==> config.mk <==
export PLATFORM = sky130hd
export DESIGN_NAME = shf_normaliser
export DESIGN_NICKNAME = d
export VERILOG_FILES = /design/src/rtl/shf_pkg.sv /design/src/rtl/shf_sign_count.sv /design/src/rtl/shf_rshift_net.sv /design/src/rtl/shf_ctrl.sv /design/src/rtl/shf_normaliser.sv
export SDC_FILE = /design/constraint.sdc
export NUM_CORES = 1
export LEC_CHECK = 0
export CAP_MARGIN = 40
export CORE_MARGIN = 10
export CORE_UTILIZATION = 66
export CTS_CLUSTER_SIZE = 20
export DETAILED_ROUTE_END_ITERATION = 8
export DONT_BUFFER_PORTS = 1
export PLACE_DENSITY_LB_ADDON = 0.1
export SLEW_MARGIN = 20
export SYNTH_ARGS = -nofsm -noshare
export SYNTH_HDL_FRONTEND = slang
export SYNTH_SLANG_ARGS = --single-unit
export TNS_END_PERCENT = 30
==> constraint.sdc <==
create_clock -name clk -period 11.18 [get_ports clk]
set_input_delay 2.236 -clock clk [delete_from_list [all_inputs] [get_ports clk]]
set_output_delay 2.236 -clock clk [all_outputs]
set_load 0.005 [all_outputs]
==> src/rtl/shf_pkg.sv <==
package shf_pkg;

  localparam int SHF_DATA_W = 16;
  localparam int SHF_OP_W   = 4;

  typedef enum logic [SHF_OP_W-1:0] {
    OP_LSR_V  = 4'h0,
    OP_LSL_V  = 4'h1,
    OP_ROR_V  = 4'h2,
    OP_ROL_V  = 4'h3,
    OP_LSR_A  = 4'h4,
    OP_LSL_A  = 4'h5,
    OP_LSR_B  = 4'h6,
    OP_LSL_B  = 4'h7,
    OP_SET_A  = 4'h8,
    OP_SET_B  = 4'h9,
    OP_ASR_V  = 4'hA,
    OP_ASR_A  = 4'hB,
    OP_ASR_B  = 4'hC,
    OP_NORM   = 4'hD,
    OP_NORM_A = 4'hE,
    OP_NORM_B = 4'hF
  } shf_op_e;

  function automatic logic op_is_norm(shf_op_e op);
    return (op == OP_NORM) || (op == OP_NORM_A) || (op == OP_NORM_B);
  endfunction

endpackage

==> src/rtl/shf_sign_count.sv <==
// Counts the bits below the MSB that repeat the sign before the first change.
module shf_sign_count #(
  parameter int W  = shf_pkg::SHF_DATA_W,
  parameter int AW = $clog2(W)
) (
  input  logic [W-1:0]  din,
  output logic [AW-1:0] cnt
);

  function automatic logic [AW-1:0] sign_run(logic [W-1:0] v);
    logic [AW-1:0] c;
    logic          stop;
    c    = '0;
    stop = 1'b0;
    for (int i = W - 2; i >= 0; i--) begin
      if (!stop && (v[i] == v[W-1])) c = c + 1'b1;
      else stop = 1'b1;
    end
    return c;
  endfunction

  assign cnt = sign_run(din);

endmodule

==> src/rtl/shf_rshift_net.sv <==
// Logarithmic right shifter; one stage per amount bit, rotate or fill per stage.
module shf_rshift_net #(
  parameter int W  = shf_pkg::SHF_DATA_W,
  parameter int AW = $clog2(W)
) (
  input  logic [W-1:0]  din,
  input  logic [AW-1:0] amt,
  input  logic          rot,
  input  logic          fill,
  output logic [W-1:0]  dout
);

  logic [AW:0][W-1:0] st;
  assign st[0] = din;

  for (genvar k = 0; k < AW; k++) begin : g_stage
    localparam int D = 1 << k;
    logic [W-1:0] moved;
    assign moved    = rot ? {st[k][D-1:0], st[k][W-1:D]}
                          : {{D{fill}}, st[k][W-1:D]};
    assign st[k+1]  = amt[k] ? moved : st[k];
  end

  assign dout = st[AW];

endmodule

==> src/rtl/shf_ctrl.sv <==
// Opcode decode, amount registers, amount source select and port drive.
module shf_ctrl
  import shf_pkg::*;
#(
  parameter int AW = $clog2(SHF_DATA_W)
) (
  input  logic          clk,
  input  logic          rst_n,
  input  logic          clr,
  input  logic          sv_in_only,
  input  shf_op_e       op_q,
  input  logic [AW-1:0] sv_q,
  input  logic [AW-1:0] norm_cnt,
  output logic [AW-1:0] amt,
  output logic          dir_left,
  output logic          rot,
  output logic          arith,
  output logic [AW-1:0] sv_out,
  output logic          sv_oe
);

  logic [AW-1:0] amt_a, amt_b;
  logic          ld_a, ld_b;
  logic [AW-1:0] ld_a_val, ld_b_val;
  logic          port_drive;

  always_comb begin
    amt      = '0;
    dir_left = 1'b0;
    rot      = 1'b0;
    arith    = 1'b0;
    case (op_q)
      OP_LSR_V:  amt = sv_q;
      OP_LSL_V:  begin amt = sv_q;  dir_left = 1'b1; end
      OP_ROR_V:  begin amt = sv_q;  rot = 1'b1; end
      OP_ROL_V:  begin amt = sv_q;  rot = 1'b1; dir_left = 1'b1; end
      OP_LSR_A:  amt = amt_a;
      OP_LSL_A:  begin amt = amt_a; dir_left = 1'b1; end
      OP_LSR_B:  amt = amt_b;
      OP_LSL_B:  begin amt = amt_b; dir_left = 1'b1; end
      OP_SET_A,
      OP_SET_B:  amt = '0;
      OP_ASR_V:  begin amt = sv_q;  arith = 1'b1; end
      OP_ASR_A:  begin amt = amt_a; arith = 1'b1; end
      OP_ASR_B:  begin amt = amt_b; arith = 1'b1; end
      default:   begin amt = norm_cnt; dir_left = 1'b1; end
    endcase
  end

  assign ld_a     = (op_q == OP_SET_A) || (op_q == OP_NORM_A);
  assign ld_b     = (op_q == OP_SET_B) || (op_q == OP_NORM_B);
  assign ld_a_val = (op_q == OP_SET_A) ? sv_q : norm_cnt;
  assign ld_b_val = (op_q == OP_SET_B) ? sv_q : norm_cnt;

  always_ff @(posedge clk or negedge rst_n) begin
    if (!rst_n) begin
      amt_a <= '0;
      amt_b <= '0;
    end else if (clr) begin
      amt_a <= '0;
      amt_b <= '0;
    end else begin
      if (ld_a) amt_a <= ld_a_val;
      if (ld_b) amt_b <= ld_b_val;
    end
  end

  assign port_drive = op_is_norm(op_q);
  assign sv_oe      = port_drive && !sv_in_only;
  assign sv_out     = sv_oe ? norm_cnt : '0;

  // a port-value write lands at the end of the instruction's cycle
  a_r5_set_a: assert property (@(posedge clk) disable iff (!rst_n)
    $past(op_q == OP_SET_A && !clr) |-> amt_a == $past(sv_q));
  a_r5_set_b: assert property (@(posedge clk) disable iff (!rst_n)
    $past(op_q == OP_SET_B && !clr) |-> amt_b == $past(sv_q));
  // normalise count is stored by the loading normalise opcodes
  a_r8_norm_a: assert property (@(posedge clk) disable iff (!rst_n)
    $past(op_q == OP_NORM_A && !clr) |-> amt_a == $past(norm_cnt));
  // clear wins over any write at the same edge
  a_r12_clear: assert property (@(posedge clk) disable iff (!rst_n)
    $past(clr) |-> (amt_a == '0) && (amt_b == '0));
  // shifts that read a register leave both registers untouched
  a_r4_regs_hold: assert property (@(posedge clk) disable iff (!rst_n)
    (!clr && !ld_a && !ld_b) |=> $stable(amt_a) && $stable(amt_b));

endmodule

==> src/rtl/shf_normaliser.sv <==
module shf_normaliser
  import shf_pkg::*;
#(
  parameter int W  = SHF_DATA_W,
  parameter int AW = $clog2(W)
) (
  input  logic          clk,
  input  logic          rst_n,
  input  logic          clr,
  input  logic          sv_in_only,
  input  logic [3:0]    op_in,
  input  logic [AW-1:0] sv_in,
  input  logic [W-1:0]  data_in,
  output logic [W-1:0]  data_out,
  output logic [AW-1:0] sv_out,
  output logic          sv_oe
);

  shf_op_e       op_q;
  logic [AW-1:0] sv_q;
  logic [W-1:0]  data_q;

  logic [AW-1:0] norm_cnt;
  logic [AW-1:0] amt;
  logic          dir_left, rot, arith, fill;
  logic [W-1:0]  net_in, net_out;

  function automatic logic [W-1:0] bit_rev(logic [W-1:0] v);
    logic [W-1:0] r;
    for (int i = 0; i < W; i++) r[i] = v[W-1-i];
    return r;
  endfunction

  always_ff @(posedge clk or negedge rst_n) begin
    if (!rst_n) begin
      op_q   <= OP_LSR_V;
      sv_q   <= '0;
      data_q <= '0;
    end else begin
      op_q   <= shf_op_e'(op_in);
      sv_q   <= sv_in;
      data_q <= data_in;
    end
  end

  shf_sign_count #(.W(W), .AW(AW)) u_count (
    .din (data_q),
    .cnt (norm_cnt)
  );

  shf_ctrl #(.AW(AW)) u_ctrl (
    .clk        (clk),
    .rst_n      (rst_n),
    .clr        (clr),
    .sv_in_only (sv_in_only),
    .op_q       (op_q),
    .sv_q       (sv_q),
    .norm_cnt   (norm_cnt),
    .amt        (amt),
    .dir_left   (dir_left),
    .rot        (rot),
    .arith      (arith),
    .sv_out     (sv_out),
    .sv_oe      (sv_oe)
  );

  assign fill   = arith & data_q[W-1];
  assign net_in = dir_left ? bit_rev(data_q) : data_q;

  shf_rshift_net #(.W(W), .AW(AW)) u_net (
    .din  (net_in),
    .amt  (amt),
    .rot  (rot),
    .fill (fill),
    .dout (net_out)
  );

  assign data_out = dir_left ? bit_rev(net_out) : net_out;

  // a normalised word has differing top bits unless the limit was hit
  a_r6_norm_differs: assert property (@(posedge clk) disable iff (!rst_n)
    (op_is_norm(op_q) && norm_cnt != AW'(W-1)) |-> data_out[W-1] != data_out[W-2]);
  // a rotate keeps every bit
  a_r2_rot_pop: assert property (@(posedge clk) disable iff (!rst_n)
    (op_q == OP_ROR_V || op_q == OP_ROL_V) |-> $countones(data_out) == $countones(data_q));
  // arithmetic right shift keeps the sign
  a_r3_sign_keep: assert property (@(posedge clk) disable iff (!rst_n)
    (op_q == OP_ASR_V || op_q == OP_ASR_A || op_q == OP_ASR_B) |-> data_out[W-1] == data_q[W-1]);
  // strap silences the port
  a_r10_strap_quiet: assert property (@(posedge clk) disable iff (!rst_n)
    sv_in_only |-> !sv_oe);
  // register write opcodes pass data unshifted
  a_r5_pass: assert property (@(posedge clk) disable iff (!rst_n)
    (op_q == OP_SET_A || op_q == OP_SET_B) |-> data_out == data_q);
  // the port drives only for normalise opcodes
  a_r9_oe_norm_only: assert property (@(posedge clk) disable iff (!rst_n)
    sv_oe |-> op_is_norm(op_q));

endmodule

==> metrics.yaml <==
outcome: "finished, final reports clean"
start_util: 0.6832
crit_cells: 31
die_w_um: 98.29
r2r_cells: 27
hold_slack_ns: 0.5318
cts_sinks: 32
avgSynthCellArea_um2: 7.963
drive_gt1_frac: 0.09651
cts_tree: "built"
synth.cell_area_um2: 4045
p_leak_nw: 1.841
htree_levels: 2
path_class: "flip-flop to output port"
slowest_delay_ns: 0.62
r2r-end: "u_ctrl.amt_a[2]"
wire_per_inst_um: 19.47
rsz0062_at_grt: "no"
instances_no_fill: 562
antenna_left: 0
cp-startpoint: "data_q[15]"
grt_pass1_vias: 3705
yosysSeqAreaShare: 0.1980
end_kind: "output port"
clockBufferDepth: 2
worstPathRequired_ns: 8.94
synth_seq_cells: 32
core_um2: 5921
gr-total-overflow: 0
synthFlopType: "dfrtp_1"
io-pin-count: 49
dp_hpwl_um: 8192
power_density_nw_per_um2: 100.5
die_area_um2: 9660
ys_warn_count: 0
synthArstFlopShare: 1.000
synth_top_cell_by_area: "dfrtp_1"
rows: 28
fmaxAchievable_mhz: 95.42
remaining_drc_errors: 0
hold_viol: 0
synthDominantCellAreaShare: 0.1980
clkTransAtPathRegs_ns: 0.07
die_h_um: 98.29
total_power_w: 0.0004163
grt_pass1_wl_um: 18150
reg2reg_from: "data_q[15]"
syn_nets: 549
clkLatencyLatePin_ns: 0.28
hold_buffers: 0
slew_headroom: 0.5253
clock_skew_ns: 0.007897
hp-class: "flip-flop to flip-flop"
fillers: 494
nNetsFinal: 527
slew_viol_final: 0
drtPass1Iterations: 5
antenna_cells: 0
synth-edff-count: 0
r2r_slack_ns: 4.27
period_minus_slack_ns: 10.48
max-vdd-ir-drop_v: 0.00009233
maxCapViolCount: 0
dp_cells: 554
grt_use_total: 0.2159
antenna_found_initial: 0
wl_um: 10940
layout_common_cells: "61 x mux2i_1, 44 x nand2_1, 39 x o21ai_0"
numPortBuffers: 0
min_period_over_period: 0.9374
cts_setup_buffers: 0
tns_ns: 0
worstPathMaxFanout: 20
grt_start_max_net_pins: 33
syn_inst: 508
ctsResizeCount: 0
cts-buffers-inserted: 5
setup_viol: 0
path_delay_family: "compound AO/OA/AOI/OAI gates"
crit_slowest_cell: "or4_4"
vias: 3960
viasPerCell: 7.046
synth_area_leaders: "dfrtp_1 20%, mux2i_1 15%, o21ai_0 4.8%, nand2_1 4.1%, ha_1 4.0%"
cp-start-kind: "flip-flop"
drt_iter0_drc: 358
gp_congestion: 0.9551
tightest_slew_ns: 0.7074
areaGrowthSynthToFinish_pct: 2.413
critPathArrivalTime_ns: 8.24
final_common_cell: "mux2i_1"
cts-root-buf: "clkbuf_8"
cp-endpoint: "data_out[11]"
synth.distinct_cells: 70
crit_buf_inv: 1
==> flip-flops by register name (all words and copies together) (netlist names) <==
| signal | flops |
|---|---|
| u_ctrl.amt_a | 4 |
| op_q | 4 |
| data_q | 16 |
| u_ctrl.amt_b | 4 |
| sv_q | 4 |
==> cell type report <==
cell class / count / area, um2 / area share
Clock buffer: 6 / 82.58 / 0.01993
Clock inverter: 2 / 10.01 / 0.002416
Inverter: 16 / 60.06 / 0.01450
Multi-Input combinational cell: 423 / 3028 / 0.7309
Sequential cell: 32 / 800.8 / 0.1933
Tap cell: 75 / 93.84 / 0.02265
Timing Repair Buffer: 8 / 67.56 / 0.01631
==> through the flow <==
stage	worst slack, ns	utilization	instance area, um2
after global routing	0.02663	0.6997	4143
after CTS	0.6256	0.6995	4141
after detailed placement	0.9518	0.6839	4049
final	0.7003	0.6997	4143
after global placement	1.246	0.6775	4011
after floorplan	1.806	-	4045
==> Yosys cell counts (3+ instances only) <==
| cell | n |
|---|---|
| ha_1 | 13 |
| nor3_1 | 17 |
| nand3_1 | 10 |
| inv_1 | 15 |
| o21a_1 | 6 |
| buf_1 | 3 |
| a21oi_1 | 24 |
| nand2_1 | 44 |
| clkbuf_1 | 25 |
| buf_2 | 6 |
| a221oi_1 | 3 |
| xor2_1 | 6 |
| dfrtp_1 | 32 |
| and2_1 | 7 |
| mux2i_1 | 61 |
| a211oi_1 | 8 |
| nor2b_1 | 3 |
| xnor2_1 | 12 |
| a2bb2oi_1 | 4 |
| a222oi_1 | 3 |
| nor2_1 | 33 |
| mux2_2 | 14 |
| nor4_1 | 4 |
| o21ai_0 | 39 |
| o221a_2 | 3 |
| nand2b_1 | 8 |
| a31oi_1 | 10 |
| a22oi_1 | 8 |
| and3_1 | 7 |
| a21o_1 | 14 |
| o21ai_1 | 3 |
| a22o_1 | 11 |
| o31ai_1 | 4 |
==> power breakdown <==
group | switching [W] | leakage, nW | internal, W | total (W)
clock | 0.0000430 | 0.0510 | 0.0000491 | 0.0000921
sequential | 0.0000149 | 0.389 | 0.000122 | 0.000137
combinational | 0.000108 | 1.40 | 0.0000793 | 0.000188
==> worst register-to-register path, delay by kind of cell (launching register included) <==
family	cells	cell delay [ns]
flip-flops	1	0.59
buffers and inverters	1	0.08
multiplexers	4	0.74
XOR/XNOR	2	0.57
AO/OA/AOI/OAI	11	2.45
adder cells (fa/ha/maj)	4	1.16
AND/OR/NAND/NOR	5	1.25
==> metal layers <==
metal | wire length, um | track usage | vias to the layer above
met4 | 184 | 0.06946 | 0
li1 | - | - | 1863
met2 | 5046 | 0.3379 | 208
met5 | 0 | 0 | -
met1 | 4834 | 0.2923 | 1860
met3 | 878 | 0.03735 | 29
==> worst min-delay path by stage <==
stage               slack [ns]  cells past startpoint              end             from
detailed placement        0.52                      1  u_ctrl.amt_b[1]  u_ctrl.amt_b[1]
global placement          0.52                      1  u_ctrl.amt_b[2]  u_ctrl.amt_b[2]
CTS                       0.54                      1  u_ctrl.amt_b[3]  u_ctrl.amt_b[3]
finish                    0.53                      1  u_ctrl.amt_b[1]  u_ctrl.amt_b[1]
floorplan                 0.49                      1  u_ctrl.amt_a[0]  u_ctrl.amt_a[0]
global route              0.55                      1  u_ctrl.amt_b[3]  u_ctrl.amt_b[3]
==> logic make-up after synthesis <==
logic type / after synthesis / share of synthesized area
adders and majority gates: 13 / 0.04021
AOI/OAI and AO/OA: 165 / 0.2815
xor gates and xnor gates: 19 / 0.04485
buffers and inverters: 53 / 0.05567
muxes: 78 / 0.2001
and+or+nand+nor: 148 / 0.1797
DFF: 32 / 0.1980
No activity file was read; power rests on OpenSTA's default activity.
